$ cat src/rtl/far_fault_det.sv
module far_fault_det #(
  parameter int RUN_LEN   = 84,
  parameter int GROUPS    = 3,
  parameter int ADDR_W    = 5,
  parameter int DATA_W    = 16,
  parameter int STAT_ADDR = 1,
  parameter int RF_BIT    = 4,
  parameter int LINK_BIT  = 2
) (
  input  logic              clk,
  input  logic              rst,
  input  logic              bit_in,
  input  logic              bit_vld,
  input  logic              rd_en,
  input  logic [ADDR_W-1:0] rd_addr,
  output logic [DATA_W-1:0] rd_data
);
  localparam int QUIET_LEN = RUN_LEN + 1;
  localparam int RUN_W     = $clog2(RUN_LEN + 2);
  localparam int QW        = $clog2(QUIET_LEN + 1);
  localparam int GW        = $clog2(GROUPS + 1);

  logic [RUN_W-1:0] run_q;
  logic [GW-1:0]    grp_q;
  logic [QW-1:0]    quiet_q;
  logic             rf_q, lat_q, live_q;
  logic [DATA_W-1:0] stat_word;

  wire term    = bit_vld & ~bit_in;
  wire good    = term && (run_q == RUN_W'(RUN_LEN));
  wire decl    = good && (grp_q == GW'(GROUPS - 1));
  wire stat_rd = rd_en && (rd_addr == ADDR_W'(STAT_ADDR));

  always_comb begin
    stat_word           = '0;
    stat_word[RF_BIT]   = rf_q;
    stat_word[LINK_BIT] = lat_q;
  end

  always_ff @(posedge clk) begin
    if (rst) begin
      run_q   <= '0;
      grp_q   <= '0;
      quiet_q <= '0;
      rf_q    <= 1'b0;
      lat_q   <= 1'b0;
      live_q  <= 1'b0;
      rd_data <= '0;
    end else begin
      if (bit_vld) begin
        if (!bit_in)
          run_q <= '0;
        else if (run_q != RUN_W'(RUN_LEN + 1))
          run_q <= run_q + 1'b1;

        if (good)
          quiet_q <= '0;
        else if (quiet_q != QW'(QUIET_LEN))
          quiet_q <= quiet_q + 1'b1;
      end

      if (term)
        grp_q <= (good && !decl) ? grp_q + 1'b1 : '0;

      if (decl)
        live_q <= 1'b0;
      else if (quiet_q == QW'(QUIET_LEN))
        live_q <= 1'b1;

      if (decl)
        rf_q <= 1'b1;
      else if (stat_rd)
        rf_q <= 1'b0;

      if (decl)
        lat_q <= 1'b0;
      else if (stat_rd)
        lat_q <= live_q;

      rd_data <= stat_rd ? stat_word : '0;
    end
  end
endmodule


$ cat config.mk
export PLATFORM = sky130hd
export DESIGN_NAME = far_fault_det
export DESIGN_NICKNAME = d
export VERILOG_FILES = /design/src/rtl/far_fault_det.sv
export SDC_FILE = /design/constraint.sdc
export NUM_CORES = 1
export LEC_CHECK = 0
export ABC_AREA = 1
export BUFFER_PORTS_ARGS = -buffer_cell sky130_fd_sc_hd__buf_2
export CAP_MARGIN = 10
export CORE_MARGIN = 3
export CORE_UTILIZATION = 25
export CTS_CLUSTER_SIZE = 16
export DETAILED_ROUTE_END_ITERATION = 16
export PLACE_DENSITY = 0.45
export REMOVE_ABC_BUFFERS = 1
export SYNTH_ARGS = -nofsm -noshare
export SYNTH_HDL_FRONTEND = slang
export SYNTH_SLANG_ARGS = --single-unit
$ cat constraint.sdc
create_clock -name clk -period 1.4 [get_ports clk]
set_input_delay 0.14 -clock clk [delete_from_list [all_inputs] [get_ports clk]]
set_output_delay 0.14 -clock clk [all_outputs]
set_load 0.02 [all_outputs]
==> results of run 1 <==
-- kinds of logic after synthesis --
logic type,synth area share [%]
other,0.283
flip-flops,31.7
AO/OA/AOI/OAI,7.26
XOR/XNOR,0.660
AND/OR/NAND/NOR,36.8
buffers and inverters,17.6
adder cells (fa/ha/maj),5.66
-- final timing paths --
kind,end,startpoint,cells past startpoint
max reg2reg,quiet_q[1],quiet_q[1],11
min reg2reg,rd_data[4],rf_q,2
max,quiet_q[1],quiet_q[1],11
min,rf_q,rst,2
-- metrics by stage --
step	total power, mW	cells
floorplan	0.739	201
global placement	0.791	288
detailed placement	0.790	288
CTS	1.21	292
global route	1.29	297
finish	1.22	297
-- worst register-to-register path: cells and delay by family (launching register included) --
| kind | cells | cell delay, ps |
|---|---|---|
| adders and majority gates | 1 | 120 |
| buffers and inverters | 3 | 160 |
| DFF | 1 | 370 |
| and+or+nand+nor | 7 | 620 |
-- what timing repair did --
| action | CTS | global route |
|---|---|---|
| pin swaps | 0 | 11 |
| cloned | 0 | 1 |
| buffers inserted | 0 | 4 |
| endpoints found under the hold margin | 0 | 0 |
| resized for setup | 1 | 32 |
| setup endpoints to repair | 4 | 15 |
-- synthesized netlist by cell type --
| cell type | count |
|---|---|
| nand2_1 | 43 |
| nor2_1 | 35 |
| inv_1 | 29 |
| dfxtp_1 | 21 |
| nand3_1 | 16 |
| buf_4 | 14 |
| a21oi_1 | 11 |
| o21ai_0 | 7 |
| ha_1 | 6 |
| nand4_1 | 5 |
| nand2_4 | 3 |
| clkbuf_1 | 2 |
| inv_2 | 2 |
| nand3b_1 | 2 |
| nor2_2 | 2 |
| a31oi_1 | 1 |
| buf_2 | 1 |
| conb_1 | 1 |
| nand2_2 | 1 |
| nor2_4 | 1 |
| nor3_1 | 1 |
| xor2_1 | 1 |
-- flip-flops by register name (all words and copies together) (netlist names) --
| register | flops |
|---|---|
| run_q | 7 |
| rd_data | 2 |
| grp_q | 2 |
| live_q | 1 |
| lat_q | 1 |
| quiet_q | 7 |
| rf_q | 1 |
-- final cells by class --
type | instances | area share (%)
Clock inverter | 1 | 0.306
Timing Repair Buffer | 24 | 9.56
Multi-Input combinational cell | 150 | 48.6
Tap cell | 67 | 5.13
Sequential cell | 21 | 26.3
Inverter | 31 | 7.57
Clock buffer | 3 | 2.52
-- power by group --
part / internal, mW / switching, mW
Clock: 0.199 / 0.217
Combinational: 0.0572 / 0.117
Sequential: 0.609 / 0.0174
-- metal layers --
layer	up-vias	wire length [um]	GRT usage, %	share of wire [%]
met5	-	0	0	0
met2	28	1280	14.7	44
met1	513	1440	12.9	50
met4	0	12	1.55	0.42
met3	2	153	2.83	5.3
li1	659	-	-	-
==> run_results.csv, run 1 <==
group,metric,value,unit
timing,hold_violations,0,
timing,worst_slack,34.5,ps
grt,grt_pass1_wl,4.70,mm
synthesis,yosys.area.top_type,"dfxtp_1",
layout,syn_to_final_growth,23.3,%
clock_tree,cts_sinks,21,
floorplanning,die_x,78.8,um
pwr,leakagePower,0.761,nW
clock_tree,clockRootBuffer,"clkbuf_8",
detailed_routing,drt-initial-drc-count,72,
timing,finalMaxSlewViolations,0,
floorplanning,design.core.area,4910,sq um
worst_setup_path,critical_path_class,"flop to flop",
synthesis,syn_inst,205,
pwr,power_density,744,nW/um^2
detailed_routing,firstDrtPassIters,4,
synthesis,synth_top_area_share,31.7,%
grt,antenna_found_initial,0,
grt,grt_pass1_vias,1047,
worst_setup_path,end_kind,"flop",
layout,final_cell_area,1640,sq um
job,maxCapViolCount,0,
worst_setup_path,cp_top_family,"simple AND/OR/NAND/NOR gates",
grt,grt_max_degree,13,
grt,track_usage,9.36,%
clock_tree,clk_latency,260,ps
layout,fillCellCount,527,
worst_setup_path,worst-endpoint-arrival,1530,ps
worst_setup_path,path_cells,"inv_4 > ha_4 > nand2_2 > inv_2 > nand2_2 > nor2_4 > nand2_8 > nand2_8 > inv_4 > nor2_2 > nor2_1",
timing,setup_viol,0,
synthesis,synth_area,1330,sq um
floorplanning,die_h,78.8,um
worst_hold_path,min_path_type,"input pin to flop",
placed_design,hpwl,2.13,mm
synthesis,syn_avg_cell_area,6.47,sq um
clock_tree,clkTransAtPathRegs,80,ps
synthesis,synth_area_leaders,"dfxtp_1, nand2_1, nor2_1, inv_1, buf_4",
floorplanning,dieArea,6210,sq um
worst_setup_path,cp_slowest_cell,"dfxtp_4",
detailed_routing,viasPerCell,4.05,
placed_design,io_buffers,11,
worst_setup_path,reg2reg_slack,30,ps
pwr,ir_worst_vdd,0.385,mV
synthesis,synth-seq-cells,21,
detailed_routing,routedWlPerCell,9.72,um
floorplanning,num_rows,25,
timing,setup_tns,0,ps
timing,rsz0062_at_grt,"true",
layout,fin_util,33.3,%
worst_setup_path,worstPathMaxFanout,7,
layout,final_nets,247,
timing,clock-skew-final,2.59,ps
layout,multiInputGateArea,795,sq um
status,status,"finished, final reports clean",
layout,drive_gt1_share,24.8,%
detailed_routing,vias,1202,
clock_tree,clock_path_buffers,2,
placed_design,post_dp_cell_area,1460,sq um
worst_setup_path,critPathBufInv,3,
synthesis,ys_warn_count,0,
floorplanning,initial_core_util,27.0,%
timing,fin_crit_sh,97.5,%
timing,fmax,732,MHz
layout,final_common_cell,"nand2_1",
floorplanning,pin_count,26,
timing,period_needed,1370,ps
detailed_routing,drc,0,
layout,seq_area,430,sq um
clock_tree,postCtsHoldBufs,0,
placed_design,gp_congestion,0.783,
detailed_routing,antenna_left,0,
placed_design,dp_slack,-22.3,ps
clock_tree,cts_buffers,3,
clock_tree,h-tree-depth,1,
timing,whs,155,ps
detailed_routing,routed_wl,2.89,mm
worst_setup_path,start_kind,"flop",
layout,final_cell_mix,"nand2_1, nor2_1, inv_1",
clock_tree,cts_tree,"yes",
worst_setup_path,required,1560,ps
synthesis,ys_seq_area_share,31.7,%
layout,diodes,0,
synthesis,synth_cell_types,22,
grt,overflow,0,
worst_setup_path,slowest_delay,370,ps
(Power assumes the default switching activity.)
==> run 2, diff against run 1 <==
CORE_MARGIN = default   (was 3)
CORE_UTILIZATION = 30   (was 25)
PLACE_DENSITY = 0.52   (was 0.45)
==> run 2 against run 1 <==
  * Clock power fell by 4%
  * Via count rose by 0.50%
  * Clock skew rose by 1.6 ps
  * Hold slack got worse by 4.1 ps
  * Global-route usage rose by 3.5 points
  * Sequential power barely moved
  * Cell area fell by 2.9%
  * Total power fell by 1.5%
  * Routed wire length fell by 6.2%
  * Clock-buffer cell count rose by 1
  * First-iteration DRC count fell by 14%
  * Final cell count fell by 7.1%
  * Critical path type unchanged
==> run_results.csv, run 2 (synthesized netlist as in run 1, its figures left out) <==
group,metric,value,unit
timing,hold_violations,0,
floorplanning,initial_core_util,32.2,%
timing,finalMaxSlewViolations,0,
worst_setup_path,cp-endpoint,"quiet_q[1]",
status,status,"finished, final reports clean",
timing,fin_crit_sh,97.9,%
placed_design,hpwl,2.01,mm
clock_tree,cts_buffers,3,
layout,final_common_cell,"nand2_1",
worst_setup_path,end_kind,"flop",
worst_setup_path,worstPathMaxFanout,7,
detailed_routing,routedWlPerCell,9.81,um
clock_tree,clk_latency,260,ps
layout,fillCellCount,459,
timing,whs,151,ps
layout,fin_util,38.6,%
worst_setup_path,r2r.worst_path.cells,11,
layout,final_cell_mix,"nand2_1, nor2_1, inv_1",
detailed_routing,drc,0,
layout,multiInputGateArea,791,sq um
layout,final_cell_area,1590,sq um
layout,seq_area,428,sq um
placed_design,io_buffers,11,
timing,clock-skew-final,4.16,ps
floorplanning,die_h,68.5,um
clock_tree,clkTransAtPathRegs,70,ps
pwr,power_density,755,nW/um^2
grt,grt_pass1_vias,1009,
layout,diodes,0,
job,maxCapViolCount,0,
grt,met2_usage,20.7,%
placed_design,dp.cells,270,
grt,grt-busiest-layer,"met2",
clock_tree,postCtsHoldBufs,0,
worst_setup_path,reg2reg_from,"quiet_q[1]",
pwr,leakagePower,0.733,nW
placed_design,dp_slack,12.9,ps
clock_tree,cts_tree,"yes",
clock_tree,h-tree-depth,1,
worst_setup_path,required,1560,ps
grt,grt_max_degree,13,
timing,setup_viol,0,
layout,syn_to_final_growth,19.7,%
timing,period_needed,1370,ps
detailed_routing,routed_wl,2.71,mm
layout,drive_gt1_share,21.7,%
worst_setup_path,rr_endpoint,"quiet_q[1]",
floorplanning,pin_count,26,
placed_design,gp_congestion,0.819,
worst_setup_path,start_kind,"flop",
layout,final_nets,243,
detailed_routing,drt-initial-drc-count,62,
worst_setup_path,startpoint,"quiet_q[1]",
worst_setup_path,reg2reg_slack,30,ps
timing,setup_tns,0,ps
pwr,ir_worst_vdd,0.290,mV
layout,fin_cells,276,
floorplanning,num_rows,23,
placed_design,post_dp_cell_area,1440,sq um
grt,antenna_found_initial,0,
worst_hold_path,holdPathStages,2,
pwr,p_total,1.20,mW
layout,reg_top3,"quiet_q: 7 flops, run_q: 7 flops",
clock_tree,clock_path_buffers,2,
floorplanning,die_x,68.5,um
grt,overflow,0,
timing,worst_slack,30.1,ps
floorplanning,design.core.area,4120,sq um
worst_setup_path,worst-endpoint-arrival,1530,ps
grt,use_met3,2.96,%
floorplanning,dieArea,4690,sq um
grt,grt_pass1_wl,4.49,mm
detailed_routing,viasPerCell,4.38,
detailed_routing,firstDrtPassIters,4,
grt,track_usage,12.8,%
clock_tree,clockRootBuffer,"clkbuf_8",
detailed_routing,vias,1208,
timing,rsz0062_at_grt,"true",
worst_setup_path,critical_path_class,"flop to flop",
detailed_routing,antenna_left,0,
grt,gr-usage-met1,16.8,%
clock_tree,cts_sinks,21,
timing,fmax,730,MHz
worst_hold_path,min_path_type,"input pin to flop",
-- run 2: changes by cell type in the layout (fill, tap and decap cells not counted), moves of 2 or more --
cell	delta
nor2_2	-4
buf_4	-3
inv_2	+2
nor2_1	+3
inv_4	-2
-- run 2: report_power, final --
| group | switching, mW | total, mW | internal, mW |
|---|---|---|---|
| logic | 0.116 | 0.172 | 0.0561 |
| registers | 0.0154 | 0.625 | 0.610 |
| clock network | 0.198 | 0.401 | 0.203 |
| total | 0.330 | 1.20 | 0.869 |
-- run 2: routing by layer --
metal | vias to the layer above | routed length [um]
met3 | 5 | 138
met5 | - | 0
met1 | 517 | 1400
met4 | 0 | 29
met2 | 30 | 1140
li1 | 656 | -
-- run 2: what timing repair did --
| item | CTS | global route |
|---|---|---|
| endpoints found under the hold margin | 0 | 0 |
| resized for setup | 1 | 26 |
| endpoints found under the setup margin | 3 | 13 |
| buffers inserted | 0 | 2 |
| pin swaps | 0 | 9 |
| gates cloned | 0 | 0 |
-- run 2: final cells by class --
| cell class | count | area share (%) |
|---|---|---|
| Sequential cell | 21 | 27.0 |
| Inverter | 31 | 7.49 |
| Clock buffer | 4 | 2.84 |
| Timing Repair Buffer | 21 | 8.98 |
| Tap cell | 50 | 3.94 |
| Multi-Input combinational cell | 149 | 49.8 |
-- run 2: worst max-delay path, stage by stage (launching register included) --
cell and delay, ps:
dfxtp_2 340, inv_2 70, ha_4 130, nand2_2 50, inv_2 60, nand2_2 60
nor2_4 190, nand2_8 100, nand2_8 100, inv_4 40, nor2_1 90, nor2_1 40
-- run 2: how the worst min path moves through the flow --
stage | from | to | slack [ps]
after floorplan | rst | grp_q[0] | 210
after global placement | lat_q | rd_data[2] | 420
after detailed placement | lat_q | rd_data[2] | 420
after CTS | rst | rf_q | 150
after global routing | rst | grp_q[1] | 160
final | rst | run_q[1] | 150
